**src/rtl/fmac_pkg.sv**
```systemverilog
package fmac_pkg;

    typedef struct packed {
        logic acc;
        logic sub;
        logic rnd;
        logic tc;
    } mac_ctl_t;

    typedef enum logic [2:0] {
        OP_HOLD,
        OP_MUL,
        OP_ADD,
        OP_SUB,
        OP_LOAD
    } res_op_e;

endpackage

```
**src/rtl/fmac_operand_regs.sv**
```systemverilog
module fmac_operand_regs
    import fmac_pkg::*;
#(
    parameter int OPW = 16
) (
    input  logic           clk,
    input  logic           rst,
    input  logic           x_stb,
    input  logic           y_stb,
    input  logic [OPW-1:0] x_in,
    input  logic [OPW-1:0] y_in,
    input  mac_ctl_t       ctl_in,
    output logic [OPW-1:0] x_q,
    output logic [OPW-1:0] y_q,
    output mac_ctl_t       ctl_q
);

    always_ff @(posedge clk) begin
        if (rst) begin
            x_q   <= '0;
            y_q   <= '0;
            ctl_q <= '0;
        end else begin
            if (x_stb) x_q <= x_in;
            if (y_stb) y_q <= y_in;
            if (x_stb || y_stb) ctl_q <= ctl_in;
        end
    end

    // each operand register holds without its own strobe
    a_r6_x_hold: assert property (@(posedge clk) disable iff (rst)
        !x_stb |=> $stable(x_q));
    a_r6_y_hold: assert property (@(posedge clk) disable iff (rst)
        !y_stb |=> $stable(y_q));
    a_r6_ctl_hold: assert property (@(posedge clk) disable iff (rst)
        (!x_stb && !y_stb) |=> $stable(ctl_q));

endmodule

```
**src/rtl/fmac_product.sv**
```systemverilog
module fmac_product #(
    parameter int OPW   = 16,
    parameter int GUARD = 3
) (
    input  logic [OPW-1:0]           x,
    input  logic [OPW-1:0]           y,
    input  logic                     tc,
    output logic [2*OPW+GUARD-1:0]   prod
);

    localparam int EXW  = OPW + 1;
    localparam int FULW = 2 * EXW;
    localparam int AW   = 2 * OPW + GUARD;

    logic signed [EXW-1:0]  xs;
    logic signed [EXW-1:0]  ys;
    logic signed [FULW-1:0] full;

    // one extra top bit per operand: copy of the sign in signed mode, zero otherwise
    assign xs   = {tc & x[OPW-1], x};
    assign ys   = {tc & y[OPW-1], y};
    assign full = xs * ys;

    generate
        if (AW > FULW) begin : g_extend
            assign prod = {{(AW-FULW){full[FULW-1]}}, full};
        end else begin : g_trim
            assign prod = full[AW-1:0];
        end
    endgenerate

endmodule

```
**src/rtl/fmac_result_reg.sv**
```systemverilog
module fmac_result_reg
    import fmac_pkg::*;
#(
    parameter int OPW   = 16,
    parameter int GUARD = 3
) (
    input  logic                    clk,
    input  logic                    rst,
    input  logic                    p_stb,
    input  logic                    preload,
    input  logic                    ext_en_n,
    input  logic                    hi_en_n,
    input  logic                    lo_en_n,
    input  mac_ctl_t                ctl,
    input  logic [2*OPW+GUARD-1:0]  prod,
    input  logic [GUARD-1:0]        pin_ext,
    input  logic [OPW-1:0]          pin_hi,
    input  logic [OPW-1:0]          pin_lo,
    output logic [2*OPW+GUARD-1:0]  acc_q
);

    localparam int PW = 2 * OPW;
    localparam int AW = PW + GUARD;

    res_op_e          op;
    logic [AW-1:0]    rnd_add;
    logic [AW-1:0]    acc_d;

    assign rnd_add = ctl.rnd ? AW'(1) << (OPW - 1) : '0;

    always_comb begin
        if (!p_stb)        op = OP_HOLD;
        else if (preload)  op = OP_LOAD;
        else if (!ctl.acc) op = OP_MUL;
        else if (ctl.sub)  op = OP_SUB;
        else               op = OP_ADD;
    end

    always_comb begin
        acc_d = acc_q;
        unique case (op)
            OP_HOLD: acc_d = acc_q;
            OP_MUL:  acc_d = prod + rnd_add;
            OP_ADD:  acc_d = acc_q + prod + rnd_add;
            OP_SUB:  acc_d = prod - acc_q + rnd_add;
            OP_LOAD: begin
                if (ext_en_n) acc_d[AW-1:PW]  = pin_ext;
                if (hi_en_n)  acc_d[PW-1:OPW] = pin_hi;
                if (lo_en_n)  acc_d[OPW-1:0]  = pin_lo;
            end
            default: acc_d = acc_q;
        endcase
    end

    always_ff @(posedge clk) begin
        if (rst) acc_q <= '0;
        else     acc_q <= acc_d;
    end

    // the register is empty in the cycle after reset
    a_r11_reset_clears: assert property (@(posedge clk)
        rst |=> acc_q == '0);
    // the register holds without the result strobe
    a_r6_result_hold: assert property (@(posedge clk) disable iff (rst)
        !p_stb |=> $stable(acc_q));
    // add form
    a_r3_add_form: assert property (@(posedge clk) disable iff (rst)
        (p_stb && !preload && ctl.acc && !ctl.sub && !ctl.rnd)
        |=> acc_q == $past(AW'(acc_q + prod)));
    // subtract form
    a_r4_sub_form: assert property (@(posedge clk) disable iff (rst)
        (p_stb && !preload && ctl.acc && ctl.sub && !ctl.rnd)
        |=> acc_q == $past(AW'(prod - acc_q)));
    // enabled fields keep their content in preload
    a_r8_lo_kept: assert property (@(posedge clk) disable iff (rst)
        (p_stb && preload && !lo_en_n)
        |=> acc_q[OPW-1:0] == $past(acc_q[OPW-1:0]));
    a_r8_hi_loaded: assert property (@(posedge clk) disable iff (rst)
        (p_stb && preload && hi_en_n)
        |=> acc_q[PW-1:OPW] == $past(pin_hi));

endmodule

```
**src/rtl/fmac_top.sv**
```systemverilog
module fmac_top
    import fmac_pkg::*;
#(
    parameter int OPW   = 16,
    parameter int GUARD = 3
) (
    input  logic             clk,
    input  logic             rst,
    input  logic             x_stb,
    input  logic             y_stb,
    input  logic             p_stb,
    input  logic [OPW-1:0]   x_in,
    input  logic [OPW-1:0]   lo_y_in,
    input  logic             ctl_acc,
    input  logic             ctl_sub,
    input  logic             ctl_rnd,
    input  logic             ctl_tc,
    input  logic             preload,
    input  logic             ext_en_n,
    input  logic             hi_en_n,
    input  logic             lo_en_n,
    input  logic [GUARD-1:0] ext_pin_in,
    input  logic [OPW-1:0]   hi_pin_in,
    output logic [GUARD-1:0] ext_out,
    output logic             ext_oe,
    output logic [OPW-1:0]   hi_out,
    output logic             hi_oe,
    output logic [OPW-1:0]   lo_out,
    output logic             lo_oe
);

    localparam int PW = 2 * OPW;
    localparam int AW = PW + GUARD;

    mac_ctl_t       ctl_in;
    mac_ctl_t       ctl_q;
    logic [OPW-1:0] x_q;
    logic [OPW-1:0] y_q;
    logic [AW-1:0]  prod;
    logic [AW-1:0]  acc_q;

    assign ctl_in = '{acc: ctl_acc, sub: ctl_sub, rnd: ctl_rnd, tc: ctl_tc};

    fmac_operand_regs #(.OPW(OPW)) u_ops (
        .clk    (clk),
        .rst    (rst),
        .x_stb  (x_stb),
        .y_stb  (y_stb),
        .x_in   (x_in),
        .y_in   (lo_y_in),
        .ctl_in (ctl_in),
        .x_q    (x_q),
        .y_q    (y_q),
        .ctl_q  (ctl_q)
    );

    fmac_product #(.OPW(OPW), .GUARD(GUARD)) u_mul (
        .x    (x_q),
        .y    (y_q),
        .tc   (ctl_q.tc),
        .prod (prod)
    );

    fmac_result_reg #(.OPW(OPW), .GUARD(GUARD)) u_res (
        .clk      (clk),
        .rst      (rst),
        .p_stb    (p_stb),
        .preload  (preload),
        .ext_en_n (ext_en_n),
        .hi_en_n  (hi_en_n),
        .lo_en_n  (lo_en_n),
        .ctl      (ctl_q),
        .prod     (prod),
        .pin_ext  (ext_pin_in),
        .pin_hi   (hi_pin_in),
        .pin_lo   (lo_y_in),
        .acc_q    (acc_q)
    );

    assign ext_out = acc_q[AW-1:PW];
    assign hi_out  = acc_q[PW-1:OPW];
    assign lo_out  = acc_q[OPW-1:0];
    assign ext_oe  = !preload && !ext_en_n;
    assign hi_oe   = !preload && !hi_en_n;
    assign lo_oe   = !preload && !lo_en_n;

    // an unsigned plain multiply leaves the guard bits at zero
    a_r2_unsigned_ext_zero: assert property (@(posedge clk) disable iff (rst)
        (p_stb && !preload && !ctl_q.acc && !ctl_q.tc && !ctl_q.rnd)
        |=> ext_out == '0);
    // a signed plain multiply gives guard bits that all equal bit 31
    a_r2_signed_ext: assert property (@(posedge clk) disable iff (rst)
        (p_stb && !preload && !ctl_q.acc && ctl_q.tc && !ctl_q.rnd)
        |=> (ext_out == {GUARD{hi_out[OPW-1]}}));

endmodule

```
**config.mk**
```make
export PLATFORM = sky130hd
export DESIGN_NAME = fmac_top
export DESIGN_NICKNAME = d
export VERILOG_FILES = /design/src/rtl/fmac_pkg.sv /design/src/rtl/fmac_operand_regs.sv /design/src/rtl/fmac_product.sv /design/src/rtl/fmac_result_reg.sv /design/src/rtl/fmac_top.sv
export SDC_FILE = /design/constraint.sdc
export NUM_CORES = 1
export LEC_CHECK = 0
export BUFFER_PORTS_ARGS = -buffer_cell sky130_fd_sc_hd__buf_2
export CAP_MARGIN = 20
export CORE_UTILIZATION = 55
export CTS_BUF_LIST = sky130_fd_sc_hd__clkbuf_4 sky130_fd_sc_hd__clkbuf_8 sky130_fd_sc_hd__clkbuf_16
export CTS_CLUSTER_DIAMETER = 100
export DETAILED_ROUTE_END_ITERATION = 6
export GPL_TIMING_DRIVEN = 0
export PLACE_DENSITY = 0.79
export SETUP_SLACK_MARGIN = 0.1
export SLEW_MARGIN = 25
export SYNTH_ARGS = -nofsm -noshare
export SYNTH_HDL_FRONTEND = slang
export SYNTH_HIERARCHICAL = 1
export SYNTH_SLANG_ARGS = --single-unit
```
**constraint.sdc**
```tcl
create_clock -name clk -period 22.9 [get_ports clk]
set_input_delay 3.435 -clock clk [delete_from_list [all_inputs] [get_ports clk]]
set_output_delay 3.435 -clock clk [all_outputs]
set_load 0.005 [all_outputs]
```
**After elaboration in Yosys (flattened, before gate mapping)**

Index checks and enable logic that the tools add are counted.

- Register bits: 71
- Latch bits: 0
- Bits in writable memories: 0
- Bits in read-only memories: 0
- Input bits: 64
- Output and inout bits: 38
- Logic and storage cells: 45
- Memories kept: 0

- Add/sub/neg operators: 5
- Multipliers: 1
- Divide/modulo/power cells: 0
- $lt $le $gt $ge: 0
- Equality and inequality tests: 7
- Shift-type cells: 0
- Multiplexer cells: 9
- Bitwise gates (word level): 2
- Reduce and logical (&&, ||, !) cells: 12

Operators with widths:

| operator | count |
|---|---|
| $add 35x35->35 | 4 |
| $pmux 35 s4 | 1 |
| $mux 16 | 3 |
| $sub 35x35->35 | 1 |
| $mul 17x17->34 | 1 |
| $mux 3 | 4 |
| $eq 3x2->1 const B | 2 |
| $ne 2x2->1 const B | 3 |
| $reduce_and 2->1 | 3 |
| $logic_not 1->1 | 4 |
| $reduce_bool 4->1 | 1 |
| $eq 3x1->1 const B | 1 |
| $eq 3x3->1 const B | 1 |
| $logic_and 1x1->1 | 3 |
| $and 1x1->1 | 2 |
| $logic_or 1x1->1 | 1 |
| $mux 1 | 1 |

**Logic depth before layout (Yosys ltp)**

Gate-level depths: netlist (run 1).

- Word-level depth: 7
- Gate-level depth with buffers: 35
- Mapped depth without buffers: 32

**Cells and area by module**

The synthesis (run 1) kept the hierarchy.

By module, submodules not included:

| module | times used | cells each | area an instance (um^2) | sequential area each (um^2) |
|---|---|---|---|---|
| fmac_product | 1 | 1264 | 11267.1 | 0.0 |
| fmac_result_reg | 1 | 898 | 6824.0 | 700.7 |
| fmac_operand_regs | 1 | 121 | 1300.0 | 720.7 |
| fmac_top | 1 | 3 | 11.3 | 0.0 |

**Worst setup path before layout (run 1)**

OpenSTA, ideal clock, no wires.

- Path kind: register to register
- From: reg u_ops/ctl_q[0] (netlist name)
- To: reg u_res.acc_q[34]
- Setup time: 0.114 ns
- Data arrival time: 8.174 ns
- Required time: 22.786 ns
- Setup slack: 14.613 ns
- Cell stages (with the launch flop): 34
- Buffers on the path: 2
- Period minus slack after synthesis: 8.287 ns
- Cells stage by stage: dfxtp_1 > and2_1 > clkbuf_1 > nand2_1 > inv_1 > fa_1 > inv_1 > fa_1 > inv_1 > fa_1 > fa_1 > fa_1 > inv_1 > fa_1 > inv_1 > ha_1 > nand2_1 > or3_1 > o31ai_1 > a211oi_1 > a211oi_1 > ha_1 > inv_1 > ha_1 > clkbuf_1 > a21o_1 > a21o_1 > a21oi_1 > nor2b_1 > nor4_1 > o31ai_1 > a221oi_1 > mux2i_1 > a21o_1

- Cells in the longest elaborated chain, start to end: 5
- Elaborated cells between the ends (all ways): 9
- Those cells by class: add/sub: 5; mul: 1; mux: 1; bitwise: 2

RTL lines:

| item | RTL line | RTL |
|---|---|---|
| $and 1x1->1 (on tied branches) | fmac_product.sv:20, fmac_product.sv:21 |  |
| $mul 17x17->34 * | fmac_product.sv:22 | `assign full = xs * ys;` |
| net prod[25] | fmac_top.sv:39 | `logic [AW-1:0] prod;` |
| $sub 35x35->35 / $add 35x35->35 (equally long branches) | fmac_result_reg.sv:45, fmac_result_reg.sv:44 |  |
| $add 35x35->35 (on tied branches) | fmac_result_reg.sv:45, fmac_result_reg.sv:44 |  |
| $pmux 35 s4 * | fmac_result_reg.sv:41 | `unique case (op)` |
| end signal: assignment | fmac_result_reg.sv:56 | `if (rst) acc_q <= '0;` |
| end signal: assignment | fmac_result_reg.sv:57 | `else acc_q <= acc_d;` |
| end: declaration | fmac_result_reg.sv:19 | `output logic [2*OPW+GUARD-1:0] acc_q` |

Mark *: on every way through the listed nets, which the timed path passes. The rest lies on a longest branch.
A chain may end at the register's enable or synchronous reset.

**Worst setup path after layout (run 1)**

- From: reg u_ops.y_q[9]
- To: reg u_res.acc_q[34]

- Cells in the longest elaborated chain, start to end: 4
- Elaborated cells between the ends (all ways): 7
- Those cells by class: add/sub: 5; mul: 1; mux: 1

RTL lines:

| item | RTL line | RTL |
|---|---|---|
| start: declaration | fmac_operand_regs.sv:14 | `output logic [OPW-1:0] y_q,` |
| start signal: assignment | fmac_operand_regs.sv:25 | `if (y_stb) y_q <= y_in;` |
| $mul 17x17->34 * | fmac_product.sv:22 |  |
| net prod[25] | fmac_top.sv:39 |  |
| $sub 35x35->35 / $add 35x35->35 (equally long branches) | fmac_result_reg.sv:45, fmac_result_reg.sv:44 |  |
| $add 35x35->35 (on tied branches) | fmac_result_reg.sv:45, fmac_result_reg.sv:44 |  |
| $pmux 35 s4 * | fmac_result_reg.sv:41 |  |

Marked as above.

==> impl_metrics.yaml, run 1 <==
synthesis:
  synth-seq-cells: 71
  syn_area_mm2: 0.0194
  ys.flop_type: "dfxtp_1"
  synthCells: 2286
  yosysWarnings: 6
  ys_seq_area_frac: 0.0733
  syn_area_per_cell_um2: 8.49
  syn-num-nets: 2869
  synth_cell_types: 85
  async_reset_ff_frac: 0
  synth_edf_count: 0
critical_path:
  worst_ep_arrival_time_ns: 10.75
  critPathLaunchType: "flip-flop"
  crit_buf_inv: 10
  setup.worst_path.class: "reg2reg"
  crit_path_max_incr_delay_ns: 0.81
  crit_fanout: 10
  endpoint_kind: "flip-flop"
  critPathTopFamily: "adder cells"
  cpMaxStageDelayCell: "a211oi_1"
  cp.required_ns: 23.15
timing:
  finClkSkew_ns: 0.0146
  timing.hold.ws_ns: 0.505
  maxSlewViolCount: 0
  fin_crit_sh: 0.458
  rsz0062_at_grt: "false"
  period_minus_slack_ns: 10.50
  setup_viol: 0
  hold_viol: 0
  finalSetupTns_ns: 0
  setup_slack_ns: 12.40
  max_clock_freq_mhz: 95.3
  max-slew-margin-rel: 0.257
  timing_worst_slew_pin_value_ns: 1.11
floorplanning:
  ioPinCount: 102
  die_area_mm2: 0.0360
  die_h_um: 190
  coreArea_mm2: 0.0346
  row_count: 68
  die_w_um: 190
  start_util: 0.560
layout:
  final_common_cell: "inv_1"
  seqCellArea_mm2: 0.00142
  postLayoutCellArea_mm2: 0.0208
  fill_cells: 3057
  area_delta_synth_final_pct: 7.26
  final_cells: 2857
  layout.cells.most_common_list: "430 x inv_1, 299 x fa_1, 219 x ha_1"
  fin_util: 0.601
  multiInputGateArea_mm2: 0.0160
  finalNetCount: 2979
  layout-drive-gt1-share: 0.0687
cts:
  clkTransAtPathRegs_ns: 0.07
  htreeDepth: 3
  clock_latency_ns: 0.35
  postCtsSetupRepairBufs: 0
  cts_resized: 0
  cts_tree: "yes"
  cts.sinks: 71
  cts_buffer_depth: 2
  cts_root_buf: "clkbuf_16"
  ctsHoldBuffers: 0
  cts_made_buffers: 9
placed_design:
  place_area_mm2: 0.0205
  place_congestion: 0.958
  dp_slack_ns: 12.71
  dp_hpwl_um: 49200
  placedCellCount: 2840
  numPortBuffers: 99
pwr:
  p_leak_nw: 10.8
  peakVddDrop_uv: 46.9
  totalPowerFinal_mw: 1.17
  power.density_mw_per_mm2: 56.4
grt:
  grt_pass1_wl_um: 96800
  grt_overflow: 0
  grt_usage: 0.350
  grt_pass1_vias: 18181
  grt_max_degree: 13
  antenna_found_initial: 1
run_status:
  status: "finished, final reports clean"
route:
  met2_length_um: 27700
  drtIter0Drc: 1732
  post_drt_via_cell_ratio: 6.13
  dr.max_layer_used: "met5"
  wl_met1_um: 23700
  wirelength_um: 61000
  met3WireLength_um: 5820
  wl_per_cell_um: 21.3
  drtAntennaViolNets: 0
  drtPass1Iterations: 6
  vias: 17520
  drcViolationCount: 0
run:
  drv_cap: 0
min_path:
  min_path_type: "reg2reg"
worst min-delay path: stages, from the launching register on:
cell and delay, ns:
dfxtp_1 0.33, mux2i_1 0.07, nor2_1 0.08
Yosys cell counts, drive strengths merged (30+ instances only):
library cell,number,area share
a21oi,110,0.028
dfxtp,71,0.073
ha,219,0.14
nand2,216,0.042
o21ai,76,0.020
and2,131,0.042
a21o,36,0.014
fa,300,0.31
nand3,32,0.0083
inv,430,0.083
a221oi,39,0.018
nor2,102,0.020
a211oi,33,0.014
mux2i,38,0.020
clkbuf,79,0.015
xor2,30,0.014
xnor2,67,0.030
registers in the layout (all words and copies together) (netlist names):
signal and count:
u_res/acc_q 35, u_ops/x_q 16, u_ops/y_q 16, u_ops/ctl_q 4
routing by layer:
layer | GRT usage | up-vias
met5 | 0.0110 | -
met2 | 0.557 | 1028
li1 | - | 7692
met1 | 0.450 | 8572
met3 | 0.0559 | 226
met4 | 0.203 | 2
kinds of logic (layout without fill, tap and decap cells):
family / after synthesis / count (layout) / share of synthesized area
AOI/OAI and AO/OA: 418 / 418 / 0.148
other: 0 / 1 / 0
DFF: 71 / 71 / 0.0733
xor gates and xnor gates: 97 / 97 / 0.0438
buffers and inverters: 525 / 640 / 0.105
adders and majority gates: 519 / 519 / 0.451
and+or+nand+nor: 616 / 616 / 0.159
muxes: 40 / 40 / 0.0208
final cells by class:
cell class,instances,area share
clock buffer,12,0.0125
buffer,95,0.0201
sequential,71,0.0683
antenna,1,0.000120
timing repair buffer,99,0.0238
tap,455,0.0274
clock inverter,4,0.00367
multi-input combinational,1690,0.767
inverter,430,0.0776
final timing paths:
| check | startpoint | end | slack (ns) | cells past startpoint |
|---|---|---|---|---|
| worst max-delay path | u_ops/y_q[9]$_SDFFE_PP0P_ | u_res/acc_q[34]$_SDFFE_PP0P_ | 12.40 | 35 |
| worst min-delay path | u_ops/y_q[8]$_SDFFE_PP0P_ | u_ops/y_q[8]$_SDFFE_PP0P_ | 0.50 | 2 |
| worst min register to register | u_ops/y_q[8]$_SDFFE_PP0P_ | u_ops/y_q[8]$_SDFFE_PP0P_ | 0.50 | 2 |
| worst max register to register | u_ops/y_q[9]$_SDFFE_PP0P_ | u_res/acc_q[34]$_SDFFE_PP0P_ | 12.40 | 35 |
power breakdown:
group / total [mW] / switching, mW / internal [mW]
Sequential: 0.152 / 0.0189 / 0.133
Combinational: 0.853 / 0.529 / 0.324
Clock: 0.168 / 0.0647 / 0.103
Total: 1.17 / 0.613 / 0.560
Power figures use the tool's default switching activity.
==> inputs of run 2 (changes only) <==
PLACE_DENSITY = 0.82   (was 0.79)
clock period = 9.15 ns   (was 22.9 ns; I/O delays follow)
==> run 2 against run 1 <==
Against the previous run: via count barely moved; final area rose by 3.5%; clock-buffer cell count fell by 3; sequential share of layout area fell by 0.052 points; critical path depth fell by 3; flip-flop and latch count did not move; sequential power rose to 2.5 times the previous value; critical path type unchanged; largest power group unchanged.
==> impl_metrics.yaml, run 2 (synthesis gave the netlist of run 1 again) <==
run_status:
  status: "finished, final reports clean"
grt:
  grt_overflow: 0
  grt_usage: 0.347
  grt_max_degree: 14
  grt_pass1_wl_um: 96100
  grt_pass1_vias: 18150
  antenna_found_initial: 0
layout:
  fill_cells: 2941
  final_common_cell: "inv_1"
  largest_register: "u_res/acc_q"
  finalNetCount: 3007
  n_antenna_cell: 0
  largest_reg_flops: 35
  layout.cells.most_common_list: "430 x inv_1, 297 x fa_1, 214 x nand2_1, 214 x ha_1, 130 x and2_1"
  top_regs: "u_res/acc_q x35, u_ops/x_q x16, u_ops/y_q x16"
  layout-drive-gt1-share: 0.130
  area_delta_synth_final_pct: 11.0
timing:
  max-slew-margin-rel: 0.280
  timing_worst_slew_pin_value_ns: 1.08
  finalSetupTns_ns: 0
  rsz0062_at_grt: "true"
  max_clock_freq_mhz: 114
  period_minus_slack_ns: 8.79
  hold_viol: 0
  fin_crit_sh: 0.961
  maxSlewViolCount: 0
  finClkSkew_ns: 0.0142
  setup_viol: 0
  timing.hold.ws_ns: 0.501
placed_design:
  numPortBuffers: 99
  dp_hpwl_um: 49000
  place_congestion: 0.989
critical_path:
  cpMaxStageDelayCell: "fa_2"
  crit_fanout: 9
  worst_ep_arrival_time_ns: 9.07
  ff2ff_setup_slack_ns: 0.36
  cp.required_ns: 9.42
  crit_path_max_incr_delay_ns: 0.69
  critPathLaunchType: "flip-flop"
  path_common_cell: "inv_1"
  endpoint_kind: "flip-flop"
  setup.worst_path.class: "reg2reg"
route:
  post_drt_via_cell_ratio: 6.07
  met3WireLength_um: 5620
  wl_met1_um: 23800
  vias: 17514
  drtIter0Drc: 1655
  wl_per_cell_um: 21.0
  drcViolationCount: 0
  drtPass1Iterations: 6
  met2_length_um: 27500
  drtAntennaViolNets: 0
  dr.max_layer_used: "met4"
  wirelength_um: 60600
pwr:
  p_comb_frac: 0.736
  p_leak_nw: 11.2
  swShare: 0.520
  power.density_mw_per_mm2: 145
  switching_power_mw: 1.63
  clock_power_share: 0.142
  peakVddDrop_uv: 119
  seqPwrFrac: 0.122
  p_int_mw: 1.50
floorplanning:
  row_count: 68
  die_w_um: 190
  die_h_um: 190
  die_area_mm2: 0.0360
  coreArea_mm2: 0.0346
  start_util: 0.560
  ioPinCount: 102
cts:
  clock_latency_ns: 0.37
  cts_buffer_depth: 2
  cts_root_buf: "clkbuf_16"
  cts_made_buffers: 9
  clkTransAtPathRegs_ns: 0.07
  cts_tree: "yes"
  ctsHoldBuffers: 0
  htreeDepth: 3
  cts.sinks: 71
run:
  drv_cap: 0
min_path:
  min_path_type: "reg2reg"
==> run 2: changes by cell type in the layout (fill, tap and decap cells not counted), sizes merged <==
cell    before  now
diode        1    0
bufinv       2    3
clkinv       0    2
buf        115  153
clkbuf      91   78
==> run 2: timing repair <==
action | CTS | global route
resized for setup | 56 | 131
pin swaps | 2 | 18
setup endpoints to repair | 14 | 18
endpoints found under the hold margin | 0 | 0
buffers inserted | 2 | 29
==> run 2: critical path, delay by kind of cell, from the launching register on <==
family          cells  cell delay (ns)
fa+ha+maj           9             4.32
xor+xnor            1             0.28
mux                 1             0.23
simple gates        6             1.06
flops               1             0.43
compound gates      8             1.48
buf+inv             7             0.84
==> run 2: per-layer routing <==
metal | track usage | vias up
met1 | 0.451 | 8561
li1 | - | 7762
met3 | 0.0537 | 235
met2 | 0.551 | 956
met5 | 0 | -
met4 | 0.201 | 0
==> run 2: stage by stage <==
step                instances  power (mW)  setup WS (ns)  area (um^2)   util
floorplan                2286        1.91          0.863        19400      -
global placement         2840        2.42         -0.715        20500  0.591
detailed placement       2840        2.45         -0.789        20500  0.591
CTS                      2857        2.94          0.103        21000  0.606
global route             2884        3.34         0.0517        21500  0.622
finish                   2884        3.13          0.356        21500  0.622
==> run 2: cell type report <==
type / instances / area, um^2 / share of cell area
inverters: 430 / 1610 / 0.0749
clock inverters: 7 / 120 / 0.00558
repair buffers: 130 / 741 / 0.0344
multi-input cells: 1690 / 16300 / 0.758
plain buffers: 92 / 487 / 0.0226
well taps: 455 / 569 / 0.0264
flip-flops and latches: 71 / 1460 / 0.0678
clock buffers: 9 / 225 / 0.0105
==> run 2: power by group through the flow <==
stage,combinational [mW],clock [mW],sequential [mW]
CTS,2.12,0.446,0.377
floorplan,1.55,0,0.363
finish,2.30,0.445,0.381
global route,2.50,0.459,0.382
global placement,2.04,0,0.382
detailed placement,2.07,0,0.383
==> run 2: final timing paths <==
check | startpoint | end | depth (start not counted)
setup / recovery | u_ops/x_q[15]$_SDFFE_PP0P_ | u_res/acc_q[34]$_SDFFE_PP0P_ | 32
hold / removal | u_ops/y_q[10]$_SDFFE_PP0P_ | u_ops/y_q[10]$_SDFFE_PP0P_ | 2
setup reg to reg | u_ops/x_q[15]$_SDFFE_PP0P_ | u_res/acc_q[34]$_SDFFE_PP0P_ | 32
hold reg to reg | u_ops/y_q[10]$_SDFFE_PP0P_ | u_ops/y_q[10]$_SDFFE_PP0P_ | 2
